File: config.mk
export PLATFORM = sky130hd
export DESIGN_NAME = src_prot_seq
export DESIGN_NICKNAME = d
export VERILOG_FILES = /design/src/rtl/src_prot_seq.sv
export SDC_FILE = /design/constraint.sdc
export NUM_CORES = 1
export LEC_CHECK = 0
export BUFFER_PORTS_ARGS = -buffer_cell sky130_fd_sc_hd__buf_4
export CORE_ASPECT_RATIO = 2
export CORE_MARGIN = 8
export CORE_UTILIZATION = 40
export DETAILED_ROUTE_END_ITERATION = 8
export GPL_TIMING_DRIVEN = 0
export REMOVE_ABC_BUFFERS = 1
export SLEW_MARGIN = 15
export SYNTH_ARGS = -nofsm -noshare
export SYNTH_HDL_FRONTEND = slang
export SYNTH_SLANG_ARGS = --single-unit
export TNS_END_PERCENT = 10
File: constraint.sdc
create_clock -name clk -period 3.97 [get_ports clk]
set_clock_uncertainty 0.1 [all_clocks]
set_input_delay 0.794 -clock clk [delete_from_list [all_inputs] [get_ports clk]]
set_output_delay 0.794 -clock clk [all_outputs]
set_load 0.05 [all_outputs]
File: src/rtl/src_prot_seq.sv
module src_prot_seq #(
  parameter int ATTACH_TICKS      = 150,
  parameter int SUPPLY_TICKS      = 100,
  parameter int DATA_TICKS        = 900,
  parameter int RESTART_TICKS     = 2000,
  parameter int DBG_RESTART_TICKS = 100,
  parameter int OVP_TICKS         = 75,
  parameter int UVP_TICKS         = 60,
  parameter int OCP_TICKS         = 60,
  parameter int EOTP_TICKS        = 90,
  parameter int IOTP_TICKS        = 1,
  parameter int CCOVP_TICKS       = 1,
  parameter int DOVP_TICKS        = 1
) (
  input  logic clk,
  input  logic rst_n,
  input  logic tick,
  input  logic cc_rd,
  input  logic cc_open,
  input  logic vbus_present,
  input  logic pps_mode,
  input  logic dbg_acc,
  input  logic flt_ovp,
  input  logic flt_uvp,
  input  logic flt_ocp,
  input  logic flt_eotp,
  input  logic flt_iotp,
  input  logic flt_ccovp,
  input  logic flt_dovp,
  output logic dc_en,
  output logic don,
  output logic disc_en,
  output logic cc_pu_en
);

  function automatic int big(int a, int b);
    return (a > b) ? a : b;
  endfunction

  function automatic int db_len(int i);
    case (i)
      0: return OVP_TICKS;
      1: return UVP_TICKS;
      2: return OCP_TICKS;
      3: return EOTP_TICKS;
      4: return IOTP_TICKS;
      5: return CCOVP_TICKS;
      default: return DOVP_TICKS;
    endcase
  endfunction

  localparam int NFLT = 7;
  localparam int TMAX = big(big(big(ATTACH_TICKS, DATA_TICKS), big(RESTART_TICKS, DBG_RESTART_TICKS)),
                            big(big(big(OVP_TICKS, UVP_TICKS), big(OCP_TICKS, EOTP_TICKS)),
                                big(big(IOTP_TICKS, CCOVP_TICKS), DOVP_TICKS)));
  localparam int TW = $clog2(TMAX + 1);

  typedef enum logic [2:0] {S_IDLE, S_DEB, S_WAIT, S_ON, S_HOLD, S_FLT, S_RST} st_t;

  st_t            st;
  logic [TW-1:0]  tcnt;
  logic           don_q;
  logic [NFLT-1:0] raw, fdb;
  logic           flt_any;
  logic [TW-1:0]  lim;

  assign dc_en    = (st == S_ON);
  assign don      = don_q;
  assign disc_en  = (st == S_IDLE) || (st == S_DEB) || (st == S_FLT) || (st == S_RST);
  assign cc_pu_en = !((st == S_FLT) || (st == S_RST));

  assign raw = {flt_dovp, flt_ccovp, flt_iotp, flt_eotp,
                flt_ocp & dc_en & !pps_mode, flt_uvp & dc_en, flt_ovp};
  assign flt_any = |fdb;
  assign lim = dbg_acc ? TW'(DBG_RESTART_TICKS - 1) : TW'(RESTART_TICKS - 1);

  for (genvar i = 0; i < NFLT; i++) begin : g_db
    logic [TW-1:0] c;
    logic          f;
    always_ff @(posedge clk) begin
      if (!rst_n || !raw[i]) begin
        c <= '0;
        f <= 1'b0;
      end else if (tick && !f) begin
        if (c == TW'(db_len(i) - 1)) f <= 1'b1;
        else c <= c + 1'b1;
      end
    end
    assign fdb[i] = f;
  end

  always_ff @(posedge clk) begin
    if (!rst_n) begin
      st    <= S_IDLE;
      tcnt  <= '0;
      don_q <= 1'b0;
    end else if (flt_any && st != S_FLT) begin
      st    <= S_FLT;
      tcnt  <= '0;
      don_q <= 1'b0;
    end else begin
      case (st)
        S_IDLE: if (cc_rd) begin
          st   <= S_DEB;
          tcnt <= '0;
        end
        S_DEB: begin
          if (!cc_rd) st <= S_IDLE;
          else if (tick) begin
            if (tcnt == TW'(ATTACH_TICKS - 1)) begin
              st   <= vbus_present ? S_HOLD : S_WAIT;
              tcnt <= '0;
            end else tcnt <= tcnt + 1'b1;
          end
        end
        S_WAIT: begin
          if (cc_open) st <= S_IDLE;
          else if (tick) begin
            tcnt <= tcnt + 1'b1;
            if (tcnt == TW'(SUPPLY_TICKS - 1)) st <= S_ON;
          end
        end
        S_ON: begin
          if (cc_open) begin
            st    <= S_IDLE;
            don_q <= 1'b0;
          end else if (tick && !don_q) begin
            tcnt <= tcnt + 1'b1;
            if (tcnt == TW'(DATA_TICKS - 1)) don_q <= 1'b1;
          end
        end
        S_HOLD: if (cc_open) st <= S_IDLE;
        S_FLT: if (!flt_any) begin
          st   <= S_RST;
          tcnt <= '0;
        end
        S_RST: if (tick) begin
          if (tcnt == lim) st <= S_IDLE;
          else tcnt <= tcnt + 1'b1;
        end
        default: st <= S_IDLE;
      endcase
    end
  end

endmodule


# Yosys cells after proc, flatten, opt, wreduce, memory -nomap -nowiden
# Index checks and enable logic that the tools add are counted.
word_totals:
  latch_bits: 0
  reg_bits: 99
  rom_bits: 0
  mem_bits_rw: 0
  output_inout_bits: 4
  n_memories: 0
  elab_cells: 173
  in_bits: 15
op_classes:
  bitwise_logic: 11
  reduce_logical: 66
  add_sub_neg: 8
  n_div: 0
  n_mul: 0
  eq_ne: 40
  n_lt_le_gt_ge: 0
  n_shift: 0
  muxes: 30
op_table:
  columns: ["operator", "count"]
  rows:
  - ["11-bit 2-to-1 mux", 12]
  - ["11-bit by 1-bit adder with 11-bit output, second input constant", 8]
  - ["11-bit one-hot mux with 6 select lines", 1]
  - ["3-bit 2-to-1 mux", 13]
  - ["11-bit by 7-bit equality test with 1-bit output, second input constant", 3]
  - ["11-bit logical NOT", 3]
  - ["2-bit AND reduction", 14]
  - ["11-bit by 6-bit equality test with 1-bit output, second input constant", 2]
  - ["1-bit logical NOT", 18]
  - ["2-bit inequality test, second input constant", 9]
  - ["3-bit one-hot mux with 6 select lines", 1]
  - ["9-bit AND reduction", 2]
  - ["3-bit by 2-bit inequality test with 1-bit output, second input constant", 4]
  - ["3-bit inequality test, second input constant", 4]
  - ["11-bit by 10-bit equality test with 1-bit output, second input constant", 1]
  - ["11-bit equality test", 1]
  - ["11-bit by 8-bit equality test with 1-bit output, second input constant", 1]
  - ["1-bit logical OR", 11]
  - ["11-bit AND reduction", 1]
  - ["3-bit equality test, second input constant", 3]
  - ["1-bit logical AND", 9]
  - ["4-bit inequality test, second input constant", 2]
  - ["1-bit NOT", 8]
  - ["7-bit OR reduction", 1]
  - ["13 further kinds", 23]

# Logic depth before layout (Yosys ltp)
logic_depth:
  ltp_word: 6
  mapped_depth: 9
  depth_no_buf: 8

# Worst setup path after synthesis
# No wires, ideal clock.
synth_path:
  kind: "input to register"
  start: "input port tick"
  end: "register tcnt[9]"
  required_ns: 3.800
  arrival_time_ns: 2.614
  n_path_buf: 1
  stages: 7
  setup_time_ns: 0.070
  slack_ns: 1.186
  path_cell_list: "inv_1 -> a221o_1 -> a221o_1 -> buf_2 -> or3_4 -> or4_1 -> a21oi_1"
synth_between:
  elab_chain_cells: 3
  word_cells_on_any_way: 6
  cone_classes: "4 x eq/ne; 2 x reduce/logical"
synth_rtl:
  columns: ["item", "line", "source"]
  rows:
  - ["start: declaration", "17", "input logic tick,"]
  - ["1-bit logical AND", "127", "end else if (tick && !don_q) begin"]
  - ["2-bit by 1-bit inequality test with 1-bit output (no line)", null, null]
  - ["11-bit AND reduction (no line) *", null, null]
  - ["end signal: assignment", "119", "tcnt <= tcnt + 1'b1;"]
  - ["end signal: assignment", "128", "tcnt <= tcnt + 1'b1;"]
  - ["end signal: assignment", "139", "else tcnt <= tcnt + 1'b1;"]
  - ["end: declaration", "61", "logic [TW-1:0] tcnt;"]
# Mark *: on every way between the ends. The rest lies on a longest branch, timed or not.
# A chain may end at the register's enable or synchronous reset.

# Final worst setup path
# Same ends and word-level chain as after synthesis.

==> reports/qor.txt <==
Status -> finished, final reports clean
Startpoint Class -> input port
Worst Tran Pin Value -> 0.915 ns
Syn Inst Count -> 571
Placed insts -> 716
Diode count -> 0
Die span in x -> 93.7 um
Maximum vdd drop -> 291 uV
Die area -> 0.0161 mm^2
Switch share -> 25.7%
Cell Rows -> 57
Placer Congestion -> 0.802
Tmin final -> 3.04 ns
Die H -> 171 um
Clock Root Buffer -> clkbuf_16
Data arrival time of the critical path -> 3.22 ns
F_max -> 0.329 GHz
Global-route wire length before repair -> 16500 um
Min-delay src -> g_db[1].c[5]$_SDFFE_PP0P_
Drt total wl -> 9450 um
Drc violations -> 0
Ys flop type -> dfxtp_1
Final setup viols -> 0
ANT nets after route -> 0
Hold Crit Class -> reg2reg
Leakage -> 1.85 nW
WHS Path Cells -> 2
Maxcap violations -> 0
Final Max Tran Viols -> 0
Final instance area -> 0.00536 mm^2
Clock Pin Slew Worst Setup and Hold Paths -> 0.07 ns
Slew HR -> 38.6%
Int Power -> 1.55 mW
R2r setup slk -> 1.19 ns
WHS Endpoint -> g_db[1].c[5]$_SDFFE_PP0P_
Layout cells sized above 1 -> 8.21%
Reg power frac -> 49.9%
Area growth, synth to finish -> 10.9%
Number of global-route vias before repair -> 3634
Setup Fix Bufs, Post-CTS -> 0
YS warnings -> 0
TritonCTS clock tree -> built
Placed instance area -> 0.00508 mm^2
Reg2reg end -> tcnt[9]$_SDFFE_PP0P_
DP Wirelength -> 6570 um
Number of H-tree levels -> 3
#FFs+latches synth -> 99
Crit path max fanout -> 15
Hold_ws -> 0.391 ns
Async S/R FF share, synth -> 0%
CTS Buf Count -> 9
Top Ports -> 19
Hold_buf cts -> 0
Post-layout utilization of the core -> 44.8%
Yosys top cell by area -> dfxtp_1
Vias per std cell -> 5.27
Setup TNS -> 0 ns
RSZ-0062 raised after global routing -> false
Overall Global Routing Usage -> 12.7%
Unique masters post-synth -> 56
Final-report hold violation count -> 0
Reg-to-reg critical path startpoint -> st[2]$_SDFFE_PN0P_
Clock Tree Buf Depth -> 2
Area of the mapped netlist -> 0.00483 mm^2
Clock Latency Late Sink -> 0.34 ns
Nets -> 609
Core area -> 0.0120 mm^2
Initial drt markers -> 128
# resized after CTS -> 0
Final Cycle Share -> 76.6%
Largest net degree at the start of global routing -> 20
CP endpoint kind -> flip-flop
Data required time at the worst endpoint -> 4.15 ns
Largest cells by area after synthesis -> dfxtp_1, xor2_1, nor2_1, nand2_1, xnor2_1
Most instantiated cells after synthesis -> dfxtp_1, nor2_1, nand2_1, xor2_1, a21oi_1
Initial Util -> 40.4%
R2R depth -> 6
Number of synthesized flops with an enable pin -> 0
Sequential fraction of the synthesis area -> 41.0%
Logic pwr share -> 9.9%
# port buffers -> 18
Pre-antenna DRT Iters -> 6
Sink Count -> 99
Count leader, synth -> dfxtp_1
Clk pwr share -> 40.2%
Layout Cells excl Fill -> 732
Psw -> 0.536 mW
Vias -> 3854
Routed WL per cell -> 12.9 um
Syn Area/Cell -> 8.47 um^2
Grt ovf -> 0
Power density cells -> 389 mW/mm^2
Synth top area share -> 41.0%
Critical setup path kind -> in2reg
Initial antenna violation count -> 0
-- power by group through the flow --
stage	combinational [mW]	sequential [mW]	clock [mW]
after detailed placement	0.209	1.06	0
after global placement	0.206	1.06	0
final	0.207	1.04	0.839
after CTS	0.210	1.04	0.869
after floorplan	0.152	1.05	0
after global routing	0.229	1.05	0.914
-- routing by layer --
metal / GRT usage, % / routed length [um]
met2: 19.9 / 4260
met5: 0 / 0
met4: 4.79 / 131
met1: 16.1 / 4770
met3: 3.23 / 293
-- stage by stage --
stage / setup slack, ns / power [mW]
2_1_floorplan: 1.10 / 1.21
3_3_place_gp: 0.571 / 1.27
3_5_place_dp: 0.558 / 1.27
4_1_cts: 0.919 / 2.12
5_1_grt: 0.824 / 2.19
6_report: 0.930 / 2.09
-- sequential cells by signal, indices dropped and copies added, names as in the netlist --
| signal | count |
|---|---|
| g_db.f | 7 |
| tcnt | 11 |
| st | 3 |
| g_db.c | 77 |
| don | 1 |
-- cells by family (layout without fill, tap and decap cells) --
| kind of cell | Yosys count | after routing | share of synthesized area [%] |
|---|---|---|---|
| flops | 99 | 99 | 41.0 |
| xor+xnor | 66 | 66 | 12.0 |
| simple gates | 284 | 284 | 30.7 |
| fa+ha+maj | 14 | 14 | 3.62 |
| buf+inv | 33 | 47 | 2.61 |
| compound gates | 71 | 71 | 9.27 |
| mux | 4 | 4 | 0.854 |
-- worst max path at each step --
| stage | from | endpoint | slack [ns] | cells past startpoint |
|---|---|---|---|---|
| floorplan | tick | tcnt[9]$_SDFFE_PP0P_ | 1.10 | 6 |
| global placement | tick | tcnt[9]$_SDFFE_PP0P_ | 0.57 | 7 |
| detailed placement | tick | tcnt[9]$_SDFFE_PP0P_ | 0.56 | 7 |
| CTS | tick | tcnt[9]$_SDFFE_PP0P_ | 0.92 | 7 |
| global route | tick | tcnt[9]$_SDFFE_PP0P_ | 0.82 | 7 |
| finish | tick | tcnt[9]$_SDFFE_PP0P_ | 0.93 | 7 |
-- critical path: stages --
cell and delay (ns):
buf_4 0.19, inv_1 0.27, a221o_1 0.42, a221o_1 0.44, or3_4 0.45, or4_1 0.50, a21oi_1 0.14
-- layout make-up --
class / instances / area, um^2
Tap cell: 147 / 184
Multi-Input combinational cell: 439 / 2730
Timing Repair Buffer: 18 / 135
Clock inverter: 5 / 35.0
Clock buffer: 11 / 253
Sequential cell: 99 / 1980
Inverter: 13 / 48.8
Fill cell: 1193 / 6620
-- cells in the final DEF, fill, tap and decap left out, drive strengths merged, types with 2 or more instances in the layout --
cell type / netlist / layout
a211oi: 7 / 7
a21boi: 2 / 2
a21oi: 25 / 25
a221o: 2 / 2
a311oi: 2 / 2
a31o: 2 / 2
a31oi: 2 / 2
a41oi: 3 / 3
and2: 3 / 3
and3: 17 / 17
and4: 3 / 3
and4b: 4 / 4
buf: 2 / 18
clkbuf: 18 / 11
clkinv: 0 / 3
dfxtp: 99 / 99
ha: 14 / 14
inv: 13 / 14
mux2i: 3 / 3
nand2: 52 / 52
nand2b: 3 / 3
nand3: 22 / 22
nand3b: 2 / 2
nand4: 15 / 15
nor2: 91 / 91
nor2b: 6 / 6
nor3: 12 / 12
nor3b: 2 / 2
nor4: 17 / 17
nor4b: 6 / 6
nor4bb: 2 / 2
o21ai: 17 / 17
o31ai: 2 / 2
or2: 2 / 2
or3: 15 / 15
or4: 3 / 3
or4b: 3 / 3
xnor2: 21 / 21
xor2: 45 / 45
No activity file was read; power rests on OpenSTA's default activity.
